[config.mk]
export PLATFORM = sky130hd
export DESIGN_NAME = page_commit_ctrl
export DESIGN_NICKNAME = d
export VERILOG_FILES = /design/src/rtl/pwc_pkg.sv /design/src/rtl/pwc_commit_fsm.sv /design/src/rtl/pwc_page_buf.sv /design/src/rtl/pwc_busy_timer.sv /design/src/rtl/page_commit_ctrl.sv
export SDC_FILE = /design/constraint.sdc
export NUM_CORES = 1
export LEC_CHECK = 0
export ABC_AREA = 1
export BUFFER_PORTS_ARGS = -buffer_cell sky130_fd_sc_hd__buf_4
export CAP_MARGIN = 20
export CORE_MARGIN = 2
export CORE_UTILIZATION = 58
export CTS_BUF_LIST = sky130_fd_sc_hd__clkbuf_8
export DETAILED_ROUTE_END_ITERATION = 8
export GPL_TIMING_DRIVEN = 0
export PLACE_DENSITY = 0.82
export SYNTH_ARGS = -nofsm -noshare
export SYNTH_HDL_FRONTEND = slang
export SYNTH_SLANG_ARGS = --single-unit
[constraint.sdc]
create_clock -name clk_i -period 2.05 [get_ports clk_i]
set_clock_uncertainty 0.15 [all_clocks]
set_input_delay 0.41 -clock clk_i [delete_from_list [all_inputs] [get_ports clk_i]]
set_output_delay 0.41 -clock clk_i [all_outputs]
set_load 0.01 [all_outputs]
[src/rtl/pwc_pkg.sv]
`timescale 1ns/1ps
package pwc_pkg;
  typedef enum logic [1:0] {
    PH_IDLE,
    PH_LOAD,
    PH_ARMED,
    PH_DEAD
  } ph_e;
endpackage

[src/rtl/pwc_commit_fsm.sv]
`timescale 1ns/1ps
module pwc_commit_fsm
  import pwc_pkg::*;
(
  input  logic clk_i,
  input  logic rst_ni,
  input  logic wr_cmd_i,
  input  logic sr_cmd_i,
  input  logic wen_i,
  input  logic busy_i,
  input  logic byte_vld_i,
  input  logic sck_rise_i,
  input  logic cs_rise_i,
  input  logic lockout_i,
  output logic start_o,
  output logic load_o,
  output logic commit_o,
  output logic is_sr_o
);
  ph_e  ph_q, ph_d;
  logic sr_q;

  assign start_o = (ph_q == PH_IDLE) && !busy_i && wen_i && (wr_cmd_i || sr_cmd_i);
  assign load_o  = (ph_q == PH_LOAD) && byte_vld_i && !cs_rise_i;
  assign is_sr_o = sr_q;

  always_comb begin
    ph_d     = ph_q;
    commit_o = 1'b0;
    unique case (ph_q)
      PH_IDLE:  if (start_o) ph_d = PH_LOAD;
      PH_LOAD: begin
        if (cs_rise_i)       ph_d = PH_IDLE;
        else if (byte_vld_i) ph_d = PH_ARMED;
      end
      PH_ARMED: begin
        // commit window: byte complete, next bit clock not yet seen
        if (cs_rise_i) begin
          ph_d     = PH_IDLE;
          commit_o = !lockout_i;
        end else if (sck_rise_i) begin
          ph_d = sr_q ? PH_DEAD : PH_LOAD;
        end
      end
      PH_DEAD:  if (cs_rise_i) ph_d = PH_IDLE;
      default:  ph_d = PH_IDLE;
    endcase
  end

  always_ff @(posedge clk_i or negedge rst_ni) begin
    if (!rst_ni) begin
      ph_q <= PH_IDLE;
      sr_q <= 1'b0;
    end else begin
      ph_q <= ph_d;
      if (start_o) sr_q <= sr_cmd_i;
    end
  end
endmodule

[src/rtl/pwc_page_buf.sv]
`timescale 1ns/1ps
module pwc_page_buf #(
  parameter int ADDR_W     = 12,
  parameter int DATA_W     = 8,
  parameter int PAGE_BYTES = 32
) (
  input  logic                          clk_i,
  input  logic                          rst_ni,
  input  logic                          start_i,
  input  logic [ADDR_W-1:0]             base_i,
  input  logic                          load_i,
  input  logic [DATA_W-1:0]             data_i,
  input  logic [$clog2(PAGE_BYTES)-1:0] rd_idx_i,
  output logic [DATA_W-1:0]             rd_data_o,
  output logic                          rd_vld_o,
  output logic [ADDR_W-$clog2(PAGE_BYTES)-1:0] upper_o
);
  localparam int OFS_W = $clog2(PAGE_BYTES);
  localparam int UP_W  = ADDR_W - OFS_W;

  logic [DATA_W-1:0]     data_q [PAGE_BYTES];
  logic [PAGE_BYTES-1:0] vld_q;
  logic [OFS_W-1:0]      ptr_q;
  logic [UP_W-1:0]       up_q;

  always_ff @(posedge clk_i or negedge rst_ni) begin
    if (!rst_ni) begin
      for (int s = 0; s < PAGE_BYTES; s++) data_q[s] <= '0;
      vld_q <= '0;
      ptr_q <= '0;
      up_q  <= '0;
    end else if (start_i) begin
      vld_q <= '0;
      ptr_q <= base_i[OFS_W-1:0];
      up_q  <= base_i[ADDR_W-1:OFS_W];
    end else if (load_i) begin
      data_q[ptr_q] <= data_i;
      vld_q[ptr_q]  <= 1'b1;
      ptr_q         <= ptr_q + 1'b1; // wraps inside the page
    end
  end

  assign rd_data_o = data_q[rd_idx_i];
  assign rd_vld_o  = vld_q[rd_idx_i];
  assign upper_o   = up_q;
endmodule

[src/rtl/pwc_busy_timer.sv]
`timescale 1ns/1ps
module pwc_busy_timer #(
  parameter int BUSY_CYC = 64
) (
  input  logic                        clk_i,
  input  logic                        rst_ni,
  input  logic                        commit_i,
  output logic                        busy_o,
  output logic                        last_o,
  output logic [$clog2(BUSY_CYC)-1:0] cnt_o
);
  localparam int CNT_W = $clog2(BUSY_CYC);
  localparam logic [CNT_W-1:0] CNT_END = CNT_W'(BUSY_CYC - 1);

  logic             busy_q;
  logic [CNT_W-1:0] cnt_q;

  always_ff @(posedge clk_i or negedge rst_ni) begin
    if (!rst_ni) begin
      busy_q <= 1'b0;
      cnt_q  <= '0;
    end else if (busy_q) begin
      if (cnt_q == CNT_END) begin
        busy_q <= 1'b0;
        cnt_q  <= '0;
      end else begin
        cnt_q <= cnt_q + 1'b1;
      end
    end else if (commit_i) begin
      busy_q <= 1'b1;
      cnt_q  <= '0;
    end
  end

  assign busy_o = busy_q;
  assign last_o = busy_q && (cnt_q == CNT_END);
  assign cnt_o  = cnt_q;
endmodule

[src/rtl/page_commit_ctrl.sv]
`timescale 1ns/1ps
module page_commit_ctrl #(
  parameter int ADDR_W     = 12,
  parameter int DATA_W     = 8,
  parameter int PAGE_BYTES = 32,
  parameter int BUSY_CYC   = 64  // must be >= PAGE_BYTES
) (
  input  logic              clk_i,
  input  logic              rst_ni,
  input  logic              wr_cmd_i,
  input  logic              sr_cmd_i,
  input  logic [ADDR_W-1:0] addr_i,
  input  logic              sck_rise_i,
  input  logic              byte_vld_i,
  input  logic [DATA_W-1:0] byte_i,
  input  logic              cs_rise_i,
  input  logic              wen_i,
  input  logic              lockout_i,
  input  logic              prot_i,
  output logic              busy_o,
  output logic              arr_we_o,
  output logic [ADDR_W-1:0] arr_addr_o,
  output logic [DATA_W-1:0] arr_data_o,
  output logic              sr_we_o,
  output logic [DATA_W-1:0] sr_data_o,
  output logic              wen_clr_o
);
  localparam int OFS_W = $clog2(PAGE_BYTES);
  localparam int UP_W  = ADDR_W - OFS_W;
  localparam int CNT_W = $clog2(BUSY_CYC);

  logic              start, load, commit, is_sr, busy, last;
  logic [CNT_W-1:0]  cnt;
  logic [OFS_W-1:0]  slot;
  logic [DATA_W-1:0] rd_data;
  logic              rd_vld;
  logic [UP_W-1:0]   upper;
  logic [ADDR_W-1:0] base;
  logic              in_page;

  assign base = sr_cmd_i ? '0 : addr_i;

  pwc_commit_fsm i_fsm (
    .clk_i      (clk_i),
    .rst_ni     (rst_ni),
    .wr_cmd_i   (wr_cmd_i),
    .sr_cmd_i   (sr_cmd_i),
    .wen_i      (wen_i),
    .busy_i     (busy),
    .byte_vld_i (byte_vld_i),
    .sck_rise_i (sck_rise_i),
    .cs_rise_i  (cs_rise_i),
    .lockout_i  (lockout_i),
    .start_o    (start),
    .load_o     (load),
    .commit_o   (commit),
    .is_sr_o    (is_sr)
  );

  pwc_page_buf #(
    .ADDR_W     (ADDR_W),
    .DATA_W     (DATA_W),
    .PAGE_BYTES (PAGE_BYTES)
  ) i_buf (
    .clk_i     (clk_i),
    .rst_ni    (rst_ni),
    .start_i   (start),
    .base_i    (base),
    .load_i    (load),
    .data_i    (byte_i),
    .rd_idx_i  (slot),
    .rd_data_o (rd_data),
    .rd_vld_o  (rd_vld),
    .upper_o   (upper)
  );

  pwc_busy_timer #(
    .BUSY_CYC (BUSY_CYC)
  ) i_timer (
    .clk_i    (clk_i),
    .rst_ni   (rst_ni),
    .commit_i (commit),
    .busy_o   (busy),
    .last_o   (last),
    .cnt_o    (cnt)
  );

  // drain: busy cycle k serves slot k
  assign slot    = cnt[OFS_W-1:0];
  assign in_page = int'(cnt) < PAGE_BYTES;

  assign busy_o     = busy;
  assign arr_we_o   = busy && !is_sr && in_page && rd_vld && !prot_i;
  assign arr_addr_o = {upper, slot};
  assign arr_data_o = rd_data;
  assign sr_we_o    = busy && is_sr && (cnt == '0);
  assign sr_data_o  = rd_data;
  assign wen_clr_o  = last;
endmodule

Yosys cells after proc, flatten, opt, wreduce, memory -nomap -nowiden:

Cells that the tools add are included.

* reduce and logical (&&, ||, !) cells: 26
* bitwise operators: 4
* $lt $le $gt $ge: 7
* $add $sub $neg: 2
* muxes and demuxes: 31
* eq/ne operators: 8

Operator list (count)
* $bwmux W256: 1
* $mux W32: 2
* $bmux W8 S5: 1
* $demux W8 S5: 1
* $or A32 B32 Y32: 1
* $mux W8: 3
* $mux W6: 3
* $logic_and A1 B1 Y1: 14
* $mux W2: 7
* $ge A6 B6 Y1 const B: 2
* $lt A5 B6 Y1 const B: 2
* $mux W12: 1
* $not A5 Y6: 2
* $mux W5: 2
* $pmux W2 S4: 1
* $mux W1: 7
* $add A6 B1 Y6 const B: 1
* $eq A6 B6 Y1 const B: 1
* $logic_not A6 Y1: 1
* $lt A6 B1 Y1 const B: 1
* $lt A6 B6 Y1 const B: 1
* $ne A3 B3 Y1 const B: 2
* $add A5 B1 Y5 const B: 1
* $bmux W1 S5: 1
* 13 further kinds: 19

* output and inout port bits: 32
* input bits: 30
* register bits: 310
* logic and storage cells: 117

Longest topological paths before layout:

* depth after elaboration: 7
* gate-level depth with buffers: 13
* mapped depth without buffers: 9

By module:

From an unflattened synthesis, not the netlist that was laid out.

* cell total of the unflattened synthesis: 1864
* area, all modules: 14427.6 µm²

By module, submodules not included
* pwc_page_buf: cells an instance 1738, seq. area each 7507.2 µm², area an instance 13626.8 µm², instances 1
* pwc_busy_timer: cells an instance 44, seq. area each 175.2 µm², area an instance 369.1 µm², instances 1
* pwc_commit_fsm: cells an instance 36, seq. area each 75.1 µm², area an instance 217.7 µm², instances 1
* page_commit_ctrl: cells an instance 46, seq. area each 0.0 µm², area an instance 214.0 µm², instances 1

Least setup slack after synthesis:

OpenSTA, ideal clock, no wires.

* path kind: register -> output
* start: register i_timer.cnt_q[0] (netlist: i_timer.cnt_o[0])
* end: output sr_data_o[6]
* data required time: 1490 ps
* arrival time: 1743 ps
* path buffers: 4
* cell stages (with the launch flop): 14
* setup slack: -253 ps
* path through: dfrtp_1 clkbuf_1 clkinv_1 buf_2 clkbuf_1 nand2_1 nand3_1 nand3_1 nand2_1 a21oi_1 nand2_1 nand2_1 inv_1 buf_4

* word-level cells in the longest chain between the ends: 4

Ends and longest elaborated chain
* start: declaration: RTL line pwc_busy_timer.sv:16 `logic [CNT_W-1:0] cnt_q;`
* start signal: assignment: RTL line pwc_busy_timer.sv:27 `cnt_q <= cnt_q + 1'b1;`
* $not A5 Y6 (not written as such): RTL line pwc_page_buf.sv:43 `assign rd_data_o = data_q[rd_idx_i];`
* $bmux W8 S5: RTL line pwc_page_buf.sv:43
* $mux W8 (not written as such) (2 in series): RTL line pwc_page_buf.sv:43
* end: declaration: RTL line page_commit_ctrl.sv:25 `output logic [DATA_W-1:0] sr_data_o,`

No other way between the ends. The select of a mux whose other input is x is not followed.

Final worst setup path:

* start: register i_timer.cnt_q[0] (netlist: i_timer.cnt_o[0])
* end: output sr_data_o[7]

The elaborated chain is that of the path after synthesis.

==> qor.txt <==
CP max FO = 7
ANT nets after route = 0
CORE AREA = 25040 um^2
Mapped Area = 14670 um^2
Total nets after synthesis = 1834
Max VDD drop = 1205 uV
DR pass1 iterations = 9
Crit path kind = reg -> out
Met2 usage = 57.99%
Synthesis Warnings = 0
Worst-path clk slew = 0.07 ns
Via count = 15068
Power per cell area = 1451 nW/um^2
Violated checks = DRC, setup timing
Filler cells = 1604
Leakage power = 9.155 nW
Crit path setup slack, layout = -1.208 ns
Root buffer cell = clkbuf_8
Worst hold path cell count = 3
M1 GR Usage = 48.95%
Worst Hold Class = in -> reg
Largest net degree at the start of global routing = 124
WHS = 0.005300 ns
GP Congestion = 1.032
Grt met3 use = 9.954%
Iter 0 DRT Violations = 2543
Final setup fails = 39
Worst Tran Pin Value = 0.8873 ns
Final Hold Vio Count = 0
GRT overflow = 0
Final Non-Filler Cells = 2356
Total area of sequential cells = 7757 um^2
WP data required = 1.49 ns
CTS Buf Count = 51
DRC Markers = 2
Mapped Cells = 1798
Routed WL = 55810 um
Worst-Skew Late Latency = 0.62 ns
Startpoint class of the critical path = flop
DP Wirelength = 32390 um
Crit. End Element = output pin
Grt peak-use layer = met2
Synthesized area per cell = 8.161 um^2
Max transition margin = 40.85%
Layout cells sized above 1 = 25.02%
Cell variety after synth = 36
Antenna cells = 0
Global-route usage over all layers = 38.00%
Total of max-cap violations = 0
Starting Density = 58.61%
Seq cells post-synth = 310
Antenna violations before repair = 0
Clock sink count = 310
Via-to-Cell Ratio = 6.396
Max-slew violations = 0
Crit path time final = 3.258 ns
Std-Cell Rows = 58
H-tree levels = 2
Fmax = 0.3070 GHz
Multi-input gate area = 6815 um^2
IO Port Bufs = 61
# IOs = 62
Status = finished, violations left
Max clock buf depth = 3
Power Total = 27.54 mW
Register-to-Register Path Depth = 8
Unrepaired setup endpoints after global routing = yes
Seq/Total Area, Yosys = 52.86%
Area Growth Syn to Fin = 29.37%
CTS tree = done
Vias in the first global route = 14034
Fin crit share = 158.9%
Final Core Density = 75.82%
Setup WS pre-CTS = -0.8359 ns
Worst EP arrival = 2.70 ns
WL per Instance = 23.69 um
Die height = 163.1 um
DP Cell Count = 2191
Die area = 26590 um^2
First-pass GRT wire length = 76500 um
Die W = 163.1 um
Nets@finish = 2021
## stage by stage
| step | area (um^2) | setup TNS [ns] |
|---|---|---|
| after floorplan | 14830 | -0.02873 |
| after global placement | 15700 | -746.64 |
| after detailed placement | 15760 | -57.18 |
| after CTS | 17960 | -16.93 |
| after global routing | 18980 | -22.37 |
| final | 18980 | -20.44 |
## cells in the final DEF (no fill, tap or decap), types with 15 or more instances in the layout
cell type / n
nand2_1: 463
dfrtp_1: 310
o21ai_0: 255
nor2_1: 160
buf_4: 95
o21ai_1: 93
nand3_1: 84
inv_1: 71
clkbuf_8: 70
nand2_2: 51
buf_6: 39
nand3_2: 37
clkbuf_1: 27
nand2_4: 20
buf_12: 18
dlygate4sd3_1: 17
nor2_4: 16
nor2_2: 16
inv_2: 15
buf_2: 15
## routing by layer
layer | vias to the layer above | routed length, um
met4 | 0 | 4815
met2 | 1335 | 23890
met1 | 7068 | 18860
met3 | 411 | 8248
li1 | 6254 | -
met5 | - | 0
## power by group
part / internal [mW] / total, mW / switching, mW
Combinational: 5.37 / 13.9 / 8.52
Clock: 3.04 / 5.69 / 2.66
Sequential: 7.20 / 7.96 / 0.761
## state kept, by name (all words and copies together), names as in the netlist
| signal | cells |
|---|---|
| i_buf.upper_o | 7 |
| i_fsm.ph_q | 2 |
| i_timer.busy_o | 1 |
| i_timer.cnt_o | 6 |
| i_buf.ptr_q | 5 |
| i_fsm.is_sr_o | 1 |
| i_buf.data_q | 256 |
| i_buf.vld_q | 32 |
## area by class of cell
type                       instances  share of cell area (%)
clock inverter                    27                  0.7184
multi-input combinational       1290                   35.90
clock buffer                      67                   4.858
tap                              330                   2.175
timing repair buffer             146                   8.338
inverter                          65                   1.391
sequential                       310                   40.86
buffer                           120                   5.708
timing repair inverter             1                 0.04614
## cells by family (layout without fill, tap and decap cells)
family                     count (synthesis)  in the layout  share of synthesized area, %
and+or+nand+nor                          872            874                         26.13
AOI/OAI and AO/OA                        405            405                         14.11
buffers and inverters                    200            426                         6.088
adders and majority gates                  6              6                        0.5116
DFF                                      310            310                         52.86
xor gates and xnor gates                   5              5                        0.2984
## synth_stat cells
| cell type | count | area, um^2 |
|---|---|---|
| nand2_1 | 517 | 1941 |
| dfrtp_1 | 310 | 7757 |
| o21ai_0 | 294 | 1471 |
| nor2_1 | 188 | 705.7 |
| nand3_1 | 123 | 615.6 |
| clkbuf_1 | 76 | 285.3 |
| o21ai_1 | 72 | 360.4 |
| inv_1 | 59 | 221.5 |
| a21oi_1 | 22 | 110.1 |
| buf_2 | 20 | 100.1 |
| nand2_4 | 19 | 214.0 |
| buf_1 | 15 | 56.30 |
| buf_4 | 14 | 105.1 |
| buf_6 | 8 | 90.09 |
| nand4_4 | 8 | 170.2 |
| a22o_1 | 7 | 61.31 |
| ha_1 | 6 | 75.07 |
| nor2_8 | 4 | 80.08 |
| o22ai_1 | 4 | 25.02 |
| xor2_1 | 4 | 35.03 |
| inv_2 | 3 | 11.26 |
| nor2_2 | 3 | 18.77 |
| o211ai_1 | 3 | 22.52 |
| a31oi_1 | 2 | 12.51 |
| clkbuf_2 | 2 | 10.01 |
| clkinv_1 | 2 | 7.510 |
| nand2_2 | 2 | 12.51 |
| nor3_1 | 2 | 10.01 |
| nor3_4 | 2 | 32.53 |
| inv_4 | 1 | 6.260 |
| nand4_1 | 1 | 6.260 |
| nor2_4 | 1 | 11.26 |
| nor3_2 | 1 | 10.01 |
| nor4_1 | 1 | 6.260 |
| o31ai_1 | 1 | 7.510 |
| xnor2_1 | 1 | 8.760 |
## path summary, 6_finish.rpt
| check | startpoint | to | slack (ns) |
|---|---|---|---|
| max | i_timer.cnt_o[0] | sr_data_o[7] | -1.21 |
| min | byte_i[4] | i_buf.data_q[44] | 0.005 |
| max reg2reg | i_fsm.ph_q[0] | i_buf.data_q[207] | -0.10 |
| min reg2reg | i_buf.data_q[9] | i_buf.data_q[9] | 0.33 |
| max in group asynchronous | rst_ni | i_buf.data_q[136] | 0.47 |
| min in group asynchronous | rst_ni | i_buf.upper_o[3] | 0.23 |
## repair_timing
action | 4_1_cts | 5_1_grt
cloned | 3 | 15
setup buffers | 31 | 20
gates resized for setup | 173 | 209
pin swaps | 32 | 74
endpoints found under the hold margin | 91 | 0
endpoints found under the setup margin | 294 | 201
hold buffers | 17 | 0
## worst max-delay path: stages, from the launching register on
cell and delay [ns]:
dfrtp_1 0.39, buf_8 0.19, clkinv_8 0.10, buf_12 0.16, buf_12 0.16, nand2_2 0.06, nand3_2 0.18, nand3_2 0.15
nand2_2 0.06, a21oi_2 0.11, nand2_1 0.08, nand2_1 0.09, inv_2 0.08, buf_4 0.14, buf_6 0.11
Power figures use the tool's default switching activity.
